## config.mk

```make
export PLATFORM = sky130hd
export DESIGN_NAME = wp_gate_ctrl
export DESIGN_NICKNAME = d
export VERILOG_FILES = /design/src/rtl/wpg_pkg.sv /design/src/rtl/wpg_prot_decode.sv /design/src/rtl/wpg_span_check.sv /design/src/rtl/wpg_power_fsm.sv /design/src/rtl/wp_gate_ctrl.sv
export SDC_FILE = /design/constraint.sdc
export NUM_CORES = 1
export LEC_CHECK = 0
export ABC_AREA = 0
export BUFFER_PORTS_ARGS = -buffer_cell sky130_fd_sc_hd__buf_2
export CAP_MARGIN = 10
export CORE_MARGIN = 2
export CORE_UTILIZATION = 53
export DETAILED_ROUTE_END_ITERATION = 12
export PLACE_DENSITY = 0.81
export SYNTH_ARGS = -nofsm -noshare
export SYNTH_HDL_FRONTEND = slang
export SYNTH_SLANG_ARGS = --single-unit
```

## constraint.sdc

```tcl
create_clock -name clk -period 3.9 [get_ports clk]
set_clock_uncertainty 0.1 [all_clocks]
set_input_delay 0.195 -clock clk [delete_from_list [all_inputs] [get_ports clk]]
set_output_delay 0.195 -clock clk [all_outputs]
set_load 0.1 [all_outputs]
```

## src/rtl/wpg_pkg.sv

```systemverilog
`timescale 1ns/1ps
package wpg_pkg;
    localparam int OP_W   = 4;
    localparam int CODE_W = 5;
    localparam int LOCK_W = 2;
    localparam int SR_W   = CODE_W + LOCK_W + 1;

    typedef enum logic [OP_W-1:0] {
        OP_NONE  = 4'd0,
        OP_WREN  = 4'd1,
        OP_WRDI  = 4'd2,
        OP_WRSR  = 4'd3,
        OP_PROG  = 4'd4,
        OP_SEC   = 4'd5,
        OP_BLK   = 4'd6,
        OP_CHIP  = 4'd7,
        OP_SLEEP = 4'd8,
        OP_WAKE  = 4'd9
    } wpg_op_e;

    typedef enum logic {
        PWR_AWAKE = 1'b0,
        PWR_SLEEP = 1'b1
    } wpg_pwr_e;
endpackage

```

## src/rtl/wpg_prot_decode.sv

```systemverilog
`timescale 1ns/1ps
module wpg_prot_decode #(
    parameter int ADDR_W    = 20,
    parameter int BLK_SHIFT = 16,
    parameter int SEC_SHIFT = 12
) (
    input  logic [4:0]        code,
    output logic              prot_en,
    output logic [ADDR_W-1:0] prot_lo,
    output logic [ADDR_W-1:0] prot_hi
);
    localparam int SH_W = $clog2(ADDR_W + 1);

    logic [1:0]        step;
    logic [SH_W-1:0]   shamt;
    logic [ADDR_W-1:0] mask;
    logic              whole;

    always_comb begin
        step    = code[2] ? 2'd3 : (code[1:0] - 2'd1);
        shamt   = (code[4] ? SH_W'(SEC_SHIFT) : SH_W'(BLK_SHIFT)) + SH_W'(step);
        mask    = (ADDR_W'(1) << shamt) - ADDR_W'(1);
        whole   = (code[2] & code[1]) | (!code[4] && code[2:0] == 3'b101);
        prot_en = 1'b1;
        prot_lo = '0;
        prot_hi = '1;
        if (code[2:0] == 3'b000) begin
            prot_en = 1'b0;
        end else if (whole) begin
            prot_lo = '0;
        end else if (code[3]) begin
            prot_hi = mask;
        end else begin
            prot_lo = ~mask;
        end
    end
endmodule

```

## src/rtl/wpg_span_check.sv

```systemverilog
`timescale 1ns/1ps
module wpg_span_check
    import wpg_pkg::*;
#(
    parameter int ADDR_W     = 20,
    parameter int PAGE_SHIFT = 8,
    parameter int SEC_SHIFT  = 12,
    parameter int BLK_SHIFT  = 16
) (
    input  wpg_op_e           op,
    input  logic [ADDR_W-1:0] addr,
    input  logic              prot_en,
    input  logic [ADDR_W-1:0] prot_lo,
    input  logic [ADDR_W-1:0] prot_hi,
    output logic              hit
);
    logic [ADDR_W-1:0] mask, first, last;

    always_comb begin
        case (op)
            OP_PROG: mask = (ADDR_W'(1) << PAGE_SHIFT) - ADDR_W'(1);
            OP_SEC:  mask = (ADDR_W'(1) << SEC_SHIFT) - ADDR_W'(1);
            OP_BLK:  mask = (ADDR_W'(1) << BLK_SHIFT) - ADDR_W'(1);
            default: mask = '0;
        endcase
        first = addr & ~mask;
        last  = addr | mask;
        hit   = prot_en && !((last < prot_lo) || (first > prot_hi));
    end
endmodule

```

## src/rtl/wpg_power_fsm.sv

```systemverilog
`timescale 1ns/1ps
module wpg_power_fsm
    import wpg_pkg::*;
(
    input  logic    clk,
    input  logic    por_n,
    input  logic    cmd_valid,
    input  wpg_op_e op,
    output logic    cmd_live,
    output logic    in_dpd
);
    wpg_pwr_e state, state_nx;

    always_ff @(posedge clk or negedge por_n) begin
        if (!por_n) state <= PWR_AWAKE;
        else        state <= state_nx;
    end

    always_comb begin
        state_nx = state;
        unique case (state)
            PWR_AWAKE: if (cmd_valid && op == OP_SLEEP) state_nx = PWR_SLEEP;
            PWR_SLEEP: if (cmd_valid && op == OP_WAKE)  state_nx = PWR_AWAKE;
            default:   state_nx = PWR_AWAKE;
        endcase
    end

    always_comb begin
        cmd_live = cmd_valid && (state == PWR_AWAKE);
        in_dpd   = (state == PWR_SLEEP);
    end

    p_sleep_enter_r12: assert property (@(posedge clk) disable iff (!por_n)
        (cmd_live && op == OP_SLEEP) |=> in_dpd);
    p_wake_exit_r13: assert property (@(posedge clk) disable iff (!por_n)
        (in_dpd && cmd_valid && op == OP_WAKE) |=> !in_dpd);
endmodule

```

## src/rtl/wp_gate_ctrl.sv

```systemverilog
`timescale 1ns/1ps
module wp_gate_ctrl
    import wpg_pkg::*;
#(
    parameter int ADDR_W     = 20,
    parameter int PAGE_SHIFT = 8,
    parameter int SEC_SHIFT  = 12,
    parameter int BLK_SHIFT  = 16
) (
    input  logic              clk,
    input  logic              por_n,
    input  logic              wp_n,
    input  logic              cmd_valid,
    input  logic [OP_W-1:0]   cmd_op,
    input  logic [ADDR_W-1:0] cmd_addr,
    input  logic [SR_W-1:0]   sr_wdata,
    output logic              wel,
    output logic [SR_W-1:0]   sr_q,
    output logic              in_dpd,
    output logic              grant,
    output logic              reject
);
    localparam int LOCKED_W = CODE_W + LOCK_W;

    wpg_op_e           op;
    logic              cmd_live;
    logic              prot_en, hit;
    logic [ADDR_W-1:0] prot_lo, prot_hi;
    logic [SR_W-1:0]   sr_next;

    assign op = wpg_op_e'(cmd_op);

    wpg_power_fsm u_pwr (
        .clk(clk), .por_n(por_n), .cmd_valid(cmd_valid), .op(op),
        .cmd_live(cmd_live), .in_dpd(in_dpd)
    );

    wpg_prot_decode #(.ADDR_W(ADDR_W), .BLK_SHIFT(BLK_SHIFT), .SEC_SHIFT(SEC_SHIFT)) u_dec (
        .code(sr_q[CODE_W-1:0]), .prot_en(prot_en), .prot_lo(prot_lo), .prot_hi(prot_hi)
    );

    wpg_span_check #(.ADDR_W(ADDR_W), .PAGE_SHIFT(PAGE_SHIFT),
                     .SEC_SHIFT(SEC_SHIFT), .BLK_SHIFT(BLK_SHIFT)) u_span (
        .op(op), .addr(cmd_addr), .prot_en(prot_en), .prot_lo(prot_lo),
        .prot_hi(prot_hi), .hit(hit)
    );

    assign sr_next = wp_n ? sr_wdata
                          : {sr_wdata[SR_W-1:LOCKED_W], sr_q[LOCKED_W-1:0]};

    always_ff @(posedge clk or negedge por_n) begin
        if (!por_n) begin
            wel    <= 1'b0;
            sr_q   <= '0;
            grant  <= 1'b0;
            reject <= 1'b0;
        end else begin
            grant  <= 1'b0;
            reject <= 1'b0;
            if (cmd_live) begin
                case (op)
                    OP_WREN: wel <= 1'b1;
                    OP_WRDI: wel <= 1'b0;
                    OP_WRSR: begin
                        wel <= 1'b0;
                        if (wel) begin
                            sr_q  <= sr_next;
                            grant <= 1'b1;
                        end else begin
                            reject <= 1'b1;
                        end
                    end
                    OP_PROG, OP_SEC, OP_BLK: begin
                        wel    <= 1'b0;
                        grant  <= wel && !hit;
                        reject <= !wel || hit;
                    end
                    OP_CHIP: begin
                        wel    <= 1'b0;
                        grant  <= wel && !prot_en;
                        reject <= !wel || prot_en;
                    end
                    default: ;
                endcase
            end
        end
    end

    p_one_verdict_r4: assert property (@(posedge clk) disable iff (!por_n)
        !(grant && reject));
    p_grant_needs_wel_r4: assert property (@(posedge clk) disable iff (!por_n)
        grant |-> $past(wel));
    p_wel_drop_r3: assert property (@(posedge clk) disable iff (!por_n)
        (cmd_live && (op == OP_WRDI || op == OP_WRSR || op == OP_PROG ||
                      op == OP_SEC || op == OP_BLK || op == OP_CHIP)) |=> !wel);
    p_chip_block_r9: assert property (@(posedge clk) disable iff (!por_n)
        (cmd_live && op == OP_CHIP && prot_en) |=> reject);
    p_lock_hold_r11: assert property (@(posedge clk) disable iff (!por_n)
        !wp_n |=> $stable(sr_q[LOCKED_W-1:0]));
    p_sleep_ignore_r12: assert property (@(posedge clk) disable iff (!por_n)
        (in_dpd && cmd_valid && op != OP_WAKE) |=>
            ($stable(wel) && $stable(sr_q) && !grant && !reject));
    p_wake_keep_r13: assert property (@(posedge clk) disable iff (!por_n)
        (in_dpd && cmd_valid && op == OP_WAKE) |=> ($stable(wel) && $stable(sr_q)));
endmodule

```

==> After elaboration in Yosys (flattened, before gate mapping) <==
Index checks and enable logic that the tools add are counted.
{ "op_classes": {"addsub": 3, "shift": 1, "eq_ne": 10, "bitwise": 7, "order_cmp": 2, "n_reduce_logical": 21, "n_mux": 20} }
{ "ops": {"columns": ["op", "n"], "rows": [
  ["20-bit two-way mux", 6],
  ["16-bit one-hot mux with 3 select lines", 1],
  ["20-bit bitwise AND", 1],
  ["20-bit > comparator", 1],
  ["20-bit < comparator", 1],
  ["16-bit inverter with 20-bit output", 1],
  ["20-bit inverter", 1],
  ["20-bit by 16-bit bitwise OR with 20-bit output", 1],
  ["1-bit by 5-bit left shift with 20-bit output, first input constant", 1],
  ["20-bit by 2-bit subtractor with 20-bit output, second input constant", 1],
  ["4-bit by 3-bit equality test with 1-bit output, second input constant", 4],
  ["4-bit by 2-bit equality test with 1-bit output, second input constant", 2],
  ["4-bit equality test, second input constant", 2],
  ["1-bit logical AND", 7],
  ["1-bit two-way mux", 7],
  ["1-bit one-hot mux with 3 select lines", 2],
  ["6-bit OR reduction", 1],
  ["5-bit by 2-bit adder with 5-bit output", 1],
  ["5-bit two-way mux", 1],
  ["4-bit by 1-bit equality test with 1-bit output, second input constant", 1],
  ["1-bit zero test", 4],
  ["1-bit one-hot mux with 2 select lines", 2],
  ["4-bit AND reduction", 1],
  ["3-bit equality test, second input constant", 1],
  ["11 further kinds", 13]
]} }
{ "word_totals": {"ff_bits": 12, "inputBits": 36} }

==> Depth between registers and ports, before layout <==
{ "depth": {"word_depth": 17, "ltp_mapped": 16, "mapped_depth_nobuf": 16} }

==> Hierarchy <==
A second synthesis with hierarchy kept.
{ "unflattened": {"hier_cells": 281, "area_unflattened_um2": 2190.9} }
{ "modules_own_cells": {"columns": ["module", "instances", "cells_each", "area_per_inst_um2"], "rows": [
  ["wpg_span_check", 1, 176, 1213.7],
  ["wp_gate_ctrl", 1, 37, 491.7],
  ["wpg_prot_decode", 1, 63, 427.9],
  ["wpg_power_fsm", 1, 5, 57.6]
]} }

==> Least setup slack after synthesis <==
No wires, ideal clock.
{ "synth_path": {"kind": "reg-to-reg", "from": "register sr_q[1]", "to": "register grant", "setup_slack_ns": 0.376, "path_stages_with_launch": 17, "required_time_ns": 3.674, "setup_ns": 0.126, "path_buffers": 0, "synth_period_minus_slack_ns": 3.524, "t_arrival_ns": 3.298, "path_cell_list": "dfrtp_1 inv_1 ha_1 inv_1 o21ai_0 a21boi_0 nand2_1 inv_1 nand2_1 nor3_1 ha_1 nand4_1 nor4_2 a21boi_2 a2111oi_1 o2111ai_1 nor3b_2"} }
{ "synth_between": {"elab_chain_cells": 17} }
{ "synth_rtl": {"columns": ["element", "line", "source"], "rows": [
  ["start, declared", "wp_gate_ctrl.sv:18", "output logic [SR_W-1:0] sr_q,"],
  ["start signal, assigned", "wp_gate_ctrl.sv:67", "sr_q <= sr_next;"],
  ["2-bit by 1-bit subtractor with 2-bit output", "wpg_prot_decode.sv:20", "step = code[2] ? 2'd3 : (code[1:0] - 2'd1);"],
  ["2-bit two-way mux", "wpg_prot_decode.sv:20", null],
  ["5-bit by 2-bit adder with 5-bit output", "wpg_prot_decode.sv:21", "shamt = (code[4] ? SH_W'(SEC_SHIFT) : SH_W'(BLK_SHIFT)) + SH_W'(step);"],
  ["1-bit by 5-bit left shift with 20-bit output", "wpg_prot_decode.sv:22", "mask = (ADDR_W'(1) << shamt) - ADDR_W'(1);"],
  ["20-bit by 2-bit subtractor with 20-bit output", "wpg_prot_decode.sv:22", null],
  ["20-bit inverter", "wpg_prot_decode.sv:34", "prot_lo = ~mask;"],
  ["20-bit two-way mux", "wpg_prot_decode.sv:31", "end else if (code[3]) begin"],
  ["20-bit two-way mux", "wpg_prot_decode.sv:29", "end else if (whole) begin"],
  ["20-bit two-way mux", "wpg_prot_decode.sv:27", "if (code[2:0] == 3'b000) begin"],
  ["20-bit < comparator", "wpg_span_check.sv:28", "hit = prot_en && !((last < prot_lo) || (first > prot_hi));"],
  ["1-bit logical OR", "wpg_span_check.sv:28", null],
  ["1-bit zero test", "wpg_span_check.sv:28", null],
  ["1-bit logical AND", "wpg_span_check.sv:28", null],
  ["1-bit zero test", "wp_gate_ctrl.sv:75", "grant <= wel && !hit;"],
  ["1-bit logical AND", "wp_gate_ctrl.sv:75", null],
  ["1-bit one-hot mux with 3 select lines (*)", "wp_gate_ctrl.sv:61", "case (op)"],
  ["1-bit two-way mux (*)", "wp_gate_ctrl.sv:60", "if (cmd_live) begin"],
  ["end signal, assigned", "wp_gate_ctrl.sv:75", null],
  ["end signal, assigned", "wp_gate_ctrl.sv:80", "grant <= wel && !prot_en;"],
  ["end, declared", "wp_gate_ctrl.sv:20", "output logic grant,"]
]} }
Mark *: on every way between the ends. The rest lies on a longest branch, timed or not.
A chain may end at the register's enable or synchronous reset.

==> Worst setup path after layout <==
{ "layout_path": {"from": "register sr_q[0]", "to": "register grant"} }
The elaborated chain is that of the path after synthesis.

==> run summary <==
FILL cells = 282
I/O pin cnt = 48
Post-synth cell types = 40
Post-synth top cells = ha_1 (41), nand2_1 (24), a21oi_1 (19)
Worst-Skew Late Latency = 0.27 ns
DRT Pass-1 Iters = 4
Initial antenna violation count = 0
Post-synth top flop = dfrtp_1
Post-CTS Resized = 0
Vias in the first global route = 1512
Placer congestion estimate = 0.8830
Final hold violation count = 0
Global routing's busiest layer = met2
CTS tree = done
CP Launch Type = flop
Min-Delay Path Depth = 2
GR Util All Layers = 20.60%
Req. time, crit path = 3.99 ns
Arr. time, crit path = 3.15 ns
Yosys warning total = 0
Via density = 5.154
Fmax = 326.6 MHz
CP Max Fanout = 6
Max-Cap Viols = 0
DR DRC count = 0
Ant diodes = 0
Initial DRC count = 57
Number of buffers added on ports = 47
Setup TNS = 0 ns
Kind of critical path = flop to flop
WL per Instance = 11.29 um
Area grow syn2layout = 22.93%
Post-synth ARST share = 100.0%
Vias = 1675
Post-synth EDFFs = 0
Sequential-to-total area share from yosys stat = 17.14%
Final min period = 3.062 ns
Final Cycle Share = 78.51%
CP endpoint kind = flop
Final setup violation count = 0
Dpl hpwl = 3238 um
Synth area leaders = ha_1 (29%), dfrtp_1 (17%), a21oi_1 (5.4%), mux2_2 (5.1%), nand2_1 (5.1%)
Initial Util = 56.45%
Clock H-tree levels = 1
Cell area power density = 278.2 nW/um^2
Remaining Overflow, GRT = 0
Yosys reg bits = 12
CTS Buf Count = 3
DRT antenna net count = 0
Power, Total = 599.1 uW
First-pass GRT wire length = 5968 um
Die W = 61.49 um
R2R cell count = 13
Fin. max-slew vios = 0
Share of cells above drive strength 1 = 25.98%
HP Class = input port to flop
Final wirelength = 3669 um
Fin util = 69.40%
Clock sink total = 12
Core ar. = 3103 um^2
Post-layout net count = 360
Share of the synthesized area in the top cell type = 29.29%
Post-Synthesis Cells = 210
GR Util met3 = 1.471%
Syn avg cell area = 8.341 um^2
Grt met2 use = 36.54%
DIE HEIGHT = 61.49 um
Status = completed
Static Leak = 1.128 nW
CTS root buf = clkbuf_4
Die area = 3781 um^2
Peak VDD IR = 0.0002960 V
Top-count cell post-synth = ha_1
RSZ-0062 raised after global routing = no
Largest net degree at the start of global routing = 16
Max Buffers Root-to-Sink = 2
GR Util met1 = 27.31%
Synth area leader = ha_1
Rows = 20
Post-Synthesis Cell Area = 1752 um^2
Clock-pin slew on the worst setup and hold paths = 0.07 ns
[final timing paths]
kind	startpoint	end	slack, ns
setup / recovery	sr_q[0]	grant	0.84
hold / removal	sr_wdata[4]	sr_q[4]	0.06
setup reg to reg	sr_q[0]	grant	0.84
hold reg to reg	sr_q[5]	sr_q[5]	0.42
max in group asynchronous	por_n	sr_q[0]	3.26
min in group asynchronous	por_n	reject	0.23
[sequential cells by signal (all words and copies together), names as in the netlist]
signal and flops:
sr_q 8, grant 1, reject 1, u_pwr.in_dpd 1, wel 1
[worst max-delay path: stages, from the launching register on]
cell	delay [ns]
dfrtp_1	0.43
ha_1	0.21
inv_1	0.04
o21ai_0	0.07
a21boi_0	0.23
nor2b_1	0.31
o21ai_0	0.15
ha_1	0.31
a21oi_1	0.14
nor2_1	0.06
a2111oi_0	0.41
o211ai_1	0.18
o2111ai_1	0.15
nor3b_2	0.19
[what timing repair did]
| action | 4_1_cts | 5_1_grt |
|---|---|---|
| hold buffers | 1 | 0 |
| endpoints found under the hold margin | 12 | 0 |
| buffers inserted | 0 | 0 |
[per-stage QoR]
step,instance area (um^2),hold slack [ns],worst slack [ns],cells
floorplan,1831,-0.2006,0.3763,231
global placement,2121,-0.01729,0.9572,321
detailed placement,2121,-0.01436,0.8594,321
CTS,2153,0.05253,0.8554,325
global route,2153,0.05371,0.5713,325
finish,2153,0.05837,0.8381,325
[area by class of cell]
| type | count | area, um^2 | share of cell area, % |
|---|---|---|---|
| Tap cell | 44 | 55.05 | 2.557 |
| Inverter | 8 | 30.03 | 1.395 |
| Multi-Input combinational cell | 209 | 1493 | 69.32 |
| Timing Repair Buffer | 49 | 252.7 | 11.74 |
| Sequential cell | 12 | 300.3 | 13.95 |
| Clock buffer | 3 | 22.52 | 1.046 |
[cell usage in the layout (no fill, tap or decap), types with 11 or more instances in the layout]
master,n
a21oi_1,19
and2_1,13
buf_2,47
conb_1,23
dfrtp_1,12
ha_1,41
nand2_1,24
nand2b_1,12
nor2_1,11
[routing by layer]
metal / part of all wire, % / routed length [um]
met5: 0 / 0
met4: 0 / 0
met3: 4.4 / 160
met2: 47 / 1726
met1: 49 / 1781
[cell families after synthesis]
family          after synthesis  synth area share, %
other cells                   2               0.4287
compound gates               45                16.43
simple gates                 91                28.93
mux                           8                5.143
fa+ha+maj                    41                29.29
buf+inv                      10                2.143
flops                        12                17.14
xor+xnor                      1               0.5001
[report_power, final]
group	internal, mW	total [mW]	leakage [nW]	switching (mW)
combinational	0.110	0.364	0.953	0.255
clock	0.0357	0.0738	0.0138	0.0381
sequential	0.142	0.161	0.161	0.0187
total	0.288	0.599	1.13	0.311
(Power assumes the default switching activity.)
